==> config.mk <==
export PLATFORM = sky130hd
export DESIGN_NAME = burst_colgen
export DESIGN_NICKNAME = d
export VERILOG_FILES = /design/src/rtl/colgen_pkg.sv /design/src/rtl/colgen_len_decode.sv /design/src/rtl/colgen_addr_calc.sv /design/src/rtl/colgen_beat_ctrl.sv /design/src/rtl/burst_colgen.sv
export SDC_FILE = /design/constraint.sdc
export NUM_CORES = 1
export LEC_CHECK = 0
export BUFFER_PORTS_ARGS = -buffer_cell sky130_fd_sc_hd__buf_2
export CORE_MARGIN = 2
export CORE_UTILIZATION = 50
export CTS_CLUSTER_DIAMETER = 30
export DETAILED_ROUTE_END_ITERATION = 7
export PLACE_DENSITY = 0.7
export SYNTH_ARGS = -nofsm -noshare
export SYNTH_HDL_FRONTEND = slang
export SYNTH_SLANG_ARGS = --single-unit
==> constraint.sdc <==
create_clock -name clk -period 4.5 [get_ports clk]
set_input_delay 0.225 -clock clk [delete_from_list [all_inputs] [get_ports clk]]
set_output_delay 0.225 -clock clk [all_outputs]
set_load 0.02 [all_outputs]
==> src/rtl/colgen_pkg.sv <==
package colgen_pkg;

  typedef enum logic {
    ORD_SEQ = 1'b0,
    ORD_ILV = 1'b1
  } order_e;

  // Highest length code that still selects a fixed power-of-two burst.
  localparam int unsigned MAX_FIXED_CODE = 3;

endpackage

==> src/rtl/colgen_len_decode.sv <==
module colgen_len_decode #(
  parameter int unsigned COL_W = 8,
  parameter int unsigned LEN_W = 3
) (
  input  logic [LEN_W-1:0]  len_code,
  input  logic              interleave,
  output logic [COL_W-1:0]  mask,
  output logic              full,
  output colgen_pkg::order_e order,
  output logic              err
);
  import colgen_pkg::*;

  localparam int unsigned FULL_CODE = MAX_FIXED_CODE + 1;

  assign full = (32'(len_code) >= FULL_CODE);

  // Bit i of the wrap mask is set when the burst spans more than 2^i columns.
  for (genvar i = 0; i < COL_W; i++) begin : g_mask
    assign mask[i] = full | (32'(len_code) > i);
  end

  // Interleaved full page is not a legal pairing: fall back to sequential.
  assign order = (interleave && !full) ? ORD_ILV : ORD_SEQ;
  assign err   = interleave & full;

endmodule

==> src/rtl/colgen_addr_calc.sv <==
module colgen_addr_calc #(
  parameter int unsigned COL_W = 8
) (
  input  logic [COL_W-1:0]   base,
  input  logic [COL_W-1:0]   beat,
  input  logic [COL_W-1:0]   mask,
  input  colgen_pkg::order_e order,
  output logic [COL_W-1:0]   addr
);
  import colgen_pkg::*;

  logic [COL_W-1:0] seq_low;
  logic [COL_W-1:0] seq_addr;
  logic [COL_W-1:0] ilv_addr;

  always_comb begin
    seq_low  = (base + beat) & mask;
    seq_addr = (base & ~mask) | seq_low;
    ilv_addr = base ^ (beat & mask);
    addr     = (order == ORD_ILV) ? ilv_addr : seq_addr;
  end

endmodule

==> src/rtl/colgen_beat_ctrl.sv <==
module colgen_beat_ctrl #(
  parameter int unsigned COL_W = 8
) (
  input  logic               clk,
  input  logic               rst,
  input  logic               start,
  input  logic               term,
  input  logic [COL_W-1:0]   req_base,
  input  logic [COL_W-1:0]   req_mask,
  input  logic               req_full,
  input  colgen_pkg::order_e req_order,
  input  logic               req_err,
  output logic               nxt_act,
  output logic [COL_W-1:0]   nxt_beat,
  output logic [COL_W-1:0]   nxt_base,
  output logic [COL_W-1:0]   nxt_mask,
  output logic               nxt_full,
  output colgen_pkg::order_e nxt_order,
  output logic               nxt_err,
  output logic               cur_act,
  output logic               cur_full
);
  import colgen_pkg::*;

  logic             act_q;
  logic [COL_W-1:0] beat_q;
  logic [COL_W-1:0] base_q;
  logic [COL_W-1:0] mask_q;
  logic             full_q;
  order_e           order_q;
  logic             err_q;
  logic             at_end;

  assign at_end = !full_q && (beat_q == mask_q);

  always_comb begin
    nxt_act   = act_q;
    nxt_beat  = beat_q;
    nxt_base  = base_q;
    nxt_mask  = mask_q;
    nxt_full  = full_q;
    nxt_order = order_q;
    nxt_err   = err_q;
    if (start) begin
      nxt_act   = 1'b1;
      nxt_beat  = '0;
      nxt_base  = req_base;
      nxt_mask  = req_mask;
      nxt_full  = req_full;
      nxt_order = req_order;
      nxt_err   = req_err;
    end else if (act_q) begin
      if (term || at_end) begin
        nxt_act = 1'b0;
      end else begin
        nxt_beat = beat_q + 1'b1;
      end
    end
  end

  always_ff @(posedge clk) begin
    if (rst) begin
      act_q   <= 1'b0;
      beat_q  <= '0;
      base_q  <= '0;
      mask_q  <= '0;
      full_q  <= 1'b0;
      order_q <= ORD_SEQ;
      err_q   <= 1'b0;
    end else begin
      act_q   <= nxt_act;
      beat_q  <= nxt_beat;
      base_q  <= nxt_base;
      mask_q  <= nxt_mask;
      full_q  <= nxt_full;
      order_q <= nxt_order;
      err_q   <= nxt_err;
    end
  end

  assign cur_act  = act_q;
  assign cur_full = full_q;

  // a fixed burst never counts beyond its wrap mask
  a_r3_beat_in_range: assert property (@(posedge clk) disable iff (rst)
    act_q && !full_q |-> (beat_q & ~mask_q) == '0);

  // only a full-page burst can carry the error marker
  a_r10_err_needs_full: assert property (@(posedge clk) disable iff (rst)
    act_q && err_q |-> full_q);

  // a full-page burst keeps running without stop or restart
  a_r6_full_runs_on: assert property (@(posedge clk) disable iff (rst)
    act_q && full_q && !start && !term |=> act_q);

endmodule

==> src/rtl/burst_colgen.sv <==
module burst_colgen #(
  parameter int unsigned COL_W = 8,
  parameter int unsigned LEN_W = 3
) (
  input  logic             clk,
  input  logic             rst,
  input  logic             start,
  input  logic [COL_W-1:0] start_col,
  input  logic [LEN_W-1:0] len_code,
  input  logic             interleave,
  input  logic             term,
  output logic [COL_W-1:0] col,
  output logic             valid,
  output logic             last,
  output logic             mode_err
);
  import colgen_pkg::*;

  logic [COL_W-1:0] req_mask;
  logic             req_full;
  order_e           req_order;
  logic             req_err;

  logic             nxt_act;
  logic [COL_W-1:0] nxt_beat;
  logic [COL_W-1:0] nxt_base;
  logic [COL_W-1:0] nxt_mask;
  logic             nxt_full;
  order_e           nxt_order;
  logic             nxt_err;
  logic             cur_act;
  logic             cur_full;
  logic [COL_W-1:0] nxt_addr;
  logic             nxt_last;

  colgen_len_decode #(.COL_W(COL_W), .LEN_W(LEN_W)) u_dec (
    .len_code   (len_code),
    .interleave (interleave),
    .mask       (req_mask),
    .full       (req_full),
    .order      (req_order),
    .err        (req_err)
  );

  colgen_beat_ctrl #(.COL_W(COL_W)) u_ctrl (
    .clk       (clk),
    .rst       (rst),
    .start     (start),
    .term      (term),
    .req_base  (start_col),
    .req_mask  (req_mask),
    .req_full  (req_full),
    .req_order (req_order),
    .req_err   (req_err),
    .nxt_act   (nxt_act),
    .nxt_beat  (nxt_beat),
    .nxt_base  (nxt_base),
    .nxt_mask  (nxt_mask),
    .nxt_full  (nxt_full),
    .nxt_order (nxt_order),
    .nxt_err   (nxt_err),
    .cur_act   (cur_act),
    .cur_full  (cur_full)
  );

  colgen_addr_calc #(.COL_W(COL_W)) u_addr (
    .base  (nxt_base),
    .beat  (nxt_beat),
    .mask  (nxt_mask),
    .order (nxt_order),
    .addr  (nxt_addr)
  );

  assign nxt_last = nxt_act && !nxt_full && (nxt_beat == nxt_mask);

  always_ff @(posedge clk) begin
    if (rst) begin
      col      <= '0;
      valid    <= 1'b0;
      last     <= 1'b0;
      mode_err <= 1'b0;
    end else begin
      col      <= nxt_addr;
      valid    <= nxt_act;
      last     <= nxt_last;
      mode_err <= nxt_act & nxt_err;
    end
  end

  // a request shows its start column on the next cycle
  a_r2_first_beat: assert property (@(posedge clk) disable iff (rst)
    start |=> valid && (col == $past(start_col)));

  // after the final beat the burst ends unless restarted
  a_r3_end_after_last: assert property (@(posedge clk) disable iff (rst)
    valid && last && !start |=> !valid);

  // last only accompanies a valid beat of a fixed burst
  a_r7_last_valid: assert property (@(posedge clk) disable iff (rst)
    last |-> valid && !cur_full);

  // terminate without a request ends the burst
  a_r8_term_stops: assert property (@(posedge clk) disable iff (rst)
    valid && term && !start |=> !valid);

  // a non-final beat with no stop or restart is followed by another beat
  a_r9_continues: assert property (@(posedge clk) disable iff (rst)
    valid && !last && !start && !term |=> valid);

  // the error flag only appears on a valid beat
  a_r10_err_valid: assert property (@(posedge clk) disable iff (rst)
    mode_err |-> valid);

  // output valid follows the internal burst state
  a_r1_valid_state: assert property (@(posedge clk) disable iff (rst)
    valid == cur_act);

endmodule

# Yosys cells after proc, flatten, opt, wreduce, memory -nomap -nowiden
# Cells that the tools add are included.
# word_totals
ff_bits,38
latchBits,0
mem_bits_rw,0
mem_bits_ro,0
inputBits,16
memories,0
# op_classes
n_addsub,2
mul,0
div_mod_pow,0
n_lt_le_gt_ge,8
eq_ne,2
shift,0
n_mux,13
bitwise,15
n_reduce_logical,8
# ops
cell,n
$mux 8,6
$and 8x8->8,3
$eq 8x8->1,2
$gt 3x3->1 const B,3
$add 8x1->8 const B,1
$add 8x8->8,1
$not 8->8,1
$or 8x8->8,1
$xor 8x8->8,1
$mux 1,7
$or 1x1->1,7
$gt 3x1->1 const B,2
$gt 3x2->1 const B,2
$logic_and 1x1->1,4
$ge 3x3->1 const B,1
$logic_not 1->1,3
$and 1x1->1,2
$logic_or 1x1->1,1

# Longest topological paths before layout
# logic_depth
word_depth,10
mapped_depth,14
depth_no_buf,14

# Hierarchy
# From an unflattened synthesis, not the netlist that was laid out.
# unflattened
hier_cells,260
area_unflattened_um2,2404.8
# modules_own_cells
module,n_inst,cells_per_inst,area_each_um2
colgen_beat_ctrl,1,145,1441.4
colgen_addr_calc,1,71,513.0
burst_colgen,1,33,382.9
colgen_len_decode,1,11,67.6

# Least setup slack after synthesis
# No wires, ideal clock.
# synth_timing
kind,reg-to-reg
start,register u_ctrl.beat_q[3]
end,register col[7]
setup_time_ns,0.095
t_arrival_ns,3.024
t_required_ns,4.405
setup_slack_ns,1.380
stages_incl_launch_ff,14
path_buffers,0
cell_sequence,dfxtp_1 > xor2_1 > nor4_2 > a31oi_4 > nand4_1 > xor2_1 > nor2_1 > ha_1 > o211a_1 > a211oi_1 > a211oi_1 > or3_1 > a211o_1 > o311ai_1
# synth_between
elab_chain_len,10
word_cells_on_any_way,13
# synth_rtl
item,line_no,source
"start, declared",colgen_beat_ctrl.sv:26,logic [COL_W-1:0] beat_q;
"start signal, assigned",colgen_beat_ctrl.sv:72,beat_q <= nxt_beat;
"parallel branches: the longest is 3 deep, another holds $add 8x1->8",--,
$mux 8 *,colgen_beat_ctrl.sv:53,if (term || at_end) begin
$mux 8 *,colgen_beat_ctrl.sv:52,end else if (act_q) begin
$mux 8 *,colgen_beat_ctrl.sv:44,if (start) begin
via nxt_beat[4],burst_colgen.sv:25,logic [COL_W-1:0] nxt_beat;
$add 8x8->8 *,colgen_addr_calc.sv:17,seq_low = (base + beat) & mask;
$and 8x8->8 *,colgen_addr_calc.sv:17,
$or 8x8->8 *,colgen_addr_calc.sv:18,seq_addr = (base & ~mask) | seq_low;
$mux 8 *,colgen_addr_calc.sv:20,addr = (order == ORD_ILV) ? ilv_addr : seq_addr;
"end signal, assigned",burst_colgen.sv:83,col <= nxt_addr;
"end, declared",burst_colgen.sv:12,"output logic [COL_W-1:0] col,"
# Mark *: on every way through the listed nets, which the timed path passes.
# A chain may end at the register's enable or synchronous reset.

# Worst setup path in the final report
# Ends and elaborated chain as after synthesis.

==> results.ini <==
[run_status]
outcome = finished clean

[pwr]
pwr-share-comb_pct = 17.1
clockPowerShare_pct = 32.4
power_switching_mw = 0.195
ir_drop_mv = 0.140
p_int_mw = 0.517
p_sw_share_pct = 27.3
power_density_nw_per_um2 = 294
p_leak_nw = 1.15
seq_power_share_pct = 50.5

[worst_setup_path]
max_stage_delay_ps = 420
crit_cells = 13
critPathLaunch = u_ctrl.beat_q[3]
r2r-start = u_ctrl.beat_q[3]
r2r_slack_ps = 1100
cp_slowest_cell = nor4_2
crit_path_end_kind = flip-flop
startpoint_type = flip-flop
critical_path.endpoint = col[7]
r2r_end = col[7]
cp_data_arrival_time_ps = 3590
cp_data_required_time_ps = 4690
path_delay_family = compound AO/OA/AOI/OAI gates
r2r_cells = 13
crit_chain = xor2_1, nor4_2, a31oi_4, nand4_1, xor2_1, nor2_1, ha_1, o211a_1, a211oi_1, a211oi_1, or3_1, a211o_1, o311ai_1
crit_type = flip-flop to flip-flop
cp_max_fo = 9
crit_buf_inv = 0

[floorplanning]
coreArea_um2 = 4290
die_area_um2 = 4910
die_x_um = 70.1
start_util_pct = 50.9
io_pins = 27
die_h_um = 70.1
fp-row-count = 24

[synth]
synth_edf_count = 0
ys_types = 50
ys_seq_elements = 38
synthArstFlopShare_pct = 0
syn_nets = 291
synth_area_um2 = 2180
synth_seq_area_share_pct = 34.8
syn_area_per_cell_um2 = 8.47
synthCells = 258
ys_dominant_reg_cell = dfxtp_1
ys_warn_count = 0

[cts]
clock_latency_ps = 280
postCtsHoldBufs = 0
h-tree-depth = 2
tritoncts = yes
cts_buffer_depth = 2
cts_made_buffers = 5
root_buffer = clkbuf_8
post_cts_buffers = 0
clk_pin_slew_ps = 70
cts.sinks = 38
cts.repair.resized = 0

[placed_design]
hpwl_mm = 3.47
globalplace.congestion = 0.799
port_buffers = 26
post-place-ws_ps = 1160

[timing]
tightest_slew_ps = 553
setup-tns-final_ps = 0
rsz0062_at_grt = no
slew_viol_final = 0
fmax_ghz = 0.294
hold_violations = 0
fin_skew_ps = 3.84
setup_viol = 0
timing.slew.headroom_pct = 62.8
post-route-period-util_pct = 75.5
fin_crit_ps = 3400
fin_ws_ps = 1100

[global_routing]
gr-total-overflow = 0
antenna_found_initial = 0
grt_use_total_pct = 20.6
grt_pass1_wl_mm = 7.98
grt_pass1_vias = 1718
grt_max_degree = 28

[finish]
antenna_cells = 0
drive_above_1_share_pct = 15.7
fin_nets = 314
area_growth_pct = 10.7
fillers = 431

[detailed_routing]
antenna_left = 0
drc = 0
drtIter0Drc = 68
vias = 1832
drt-vias-per-instance = 5.52
dr.pass1.iters = 4
routed_wl_mm = 4.79
wl_per_cell_um = 14.4

[flow_run]
maxCapViolCount = 0

[hold_path]
min_path_type = input port to flip-flop

[final cells by class]
type | instances | area, um2 | area share [%]
well taps | 52 | 65.1 | 2.69
inverters | 17 | 63.8 | 2.64
multi-input cells | 193 | 1320 | 54.4
repair buffers | 26 | 130 | 5.38
clock buffers | 6 | 82.6 | 3.41
flip-flops and latches | 38 | 761 | 31.5
[Yosys cell counts, types with 2 or more instances]
cell	instances	share of area, %
a21o_1	2	0.69
buf_2	2	0.46
mux2_2	3	1.5
a21oi_1	17	3.9
dfxtp_1	38	35
and2_1	6	1.7
nand2b_1	2	0.57
a211oi_1	3	1.0
or3_1	2	0.57
and3_1	2	0.57
o211ai_1	2	0.69
a221oi_1	2	0.80
nor2_1	37	6.4
nand3_1	6	1.4
inv_1	17	2.9
xnor2_1	6	2.4
mux2i_1	8	3.7
nand4_1	3	0.86
a31oi_1	5	1.4
xor2_1	15	6.0
o21ai_0	8	1.8
nor3_1	3	0.69
a211o_1	2	0.80
ha_1	16	9.2
clkbuf_1	7	1.2
nand2_1	19	3.3
nor4_1	2	0.57
[metrics by stage]
step | hold slack [ps] | std cells | power [mW] | area (um2) | utilization (%)
2_1_floorplan | 384 | 258 | 0.456 | 2180 | -
3_3_place_gp | 462 | 326 | 0.487 | 2340 | 54.4
3_5_place_dp | 470 | 326 | 0.489 | 2340 | 54.4
4_1_cts | 214 | 332 | 0.716 | 2420 | 56.3
5_1_grt | 221 | 332 | 0.744 | 2420 | 56.3
6_report | 220 | 332 | 0.712 | 2420 | 56.3
[registers in the layout (all words and copies together), names as in the netlist]
register / flops
u_ctrl.mask_q: 8
u_ctrl.base_q: 8
col: 8
u_ctrl.order_q: 1
u_ctrl.beat_q: 8
last: 1
u_ctrl.err_q: 1
u_ctrl.cur_full: 1
u_ctrl.cur_act: 1
mode_err: 1
[layout by cell type (no fill, tap or decap), types with 3 or more instances in the layout]
cell / n
dfxtp_1: 38
nor2_1: 37
buf_2: 26
nand2_1: 19
inv_1: 17
a21oi_1: 17
ha_1: 16
xor2_1: 15
o21ai_0: 8
mux2i_1: 8
and2_1: 6
nand3_1: 6
xnor2_1: 6
clkbuf_8: 6
a31oi_1: 5
mux2_2: 3
nand4_1: 3
nor3_1: 3
a211oi_1: 3
[power groups by stage]
stage / clock network, mW / registers [mW] / logic (mW)
after detailed placement: 0 / 0.368 / 0.121
final: 0.231 / 0.360 / 0.122
after floorplan: 0 / 0.376 / 0.0805
after CTS: 0.234 / 0.360 / 0.122
after global placement: 0 / 0.367 / 0.120
after global routing: 0.247 / 0.362 / 0.135
[worst reg2reg max path, stage by stage (launching register included)]
cell and delay, ps:
dfxtp_1 360, xor2_1 180, nor4_2 420, a31oi_4 220, nand4_1 160, xor2_1 200
nor2_1 90, ha_1 390, o211a_1 230, a211oi_1 290, a211oi_1 100, or3_1 310
a211o_1 290, o311ai_1 80
[cell families after synthesis]
group	count (synthesis)	share of synthesized area, %
compound gates	51	15.8
flops	38	34.8
mux	11	5.21
buf+inv	27	4.93
xor+xnor	21	8.42
fa+ha+maj	17	10.1
simple gates	93	20.7
[worst min-delay path by stage]
| stage | startpoint | to | slack (ps) | depth (start not counted) |
|---|---|---|---|---|
| floorplan | interleave | u_ctrl.err_q | 380 | 2 |
| global placement | u_ctrl.err_q | u_ctrl.err_q | 460 | 2 |
| detailed placement | u_ctrl.err_q | u_ctrl.err_q | 470 | 2 |
| CTS | interleave | u_ctrl.err_q | 210 | 3 |
| global route | interleave | u_ctrl.err_q | 220 | 3 |
| finish | interleave | u_ctrl.err_q | 220 | 3 |
[per-layer routing]
| metal | up-vias | track usage (%) | part of all wire, % |
|---|---|---|---|
| li1 | 940 | - | - |
| met3 | 7 | 4.33 | 4.7 |
| met4 | 0 | 5.13 | 1.3 |
| met1 | 846 | 28.3 | 49 |
| met5 | - | 0 | 0 |
| met2 | 39 | 33.1 | 45 |
Note: power is estimated with default switching activity, not from simulation.
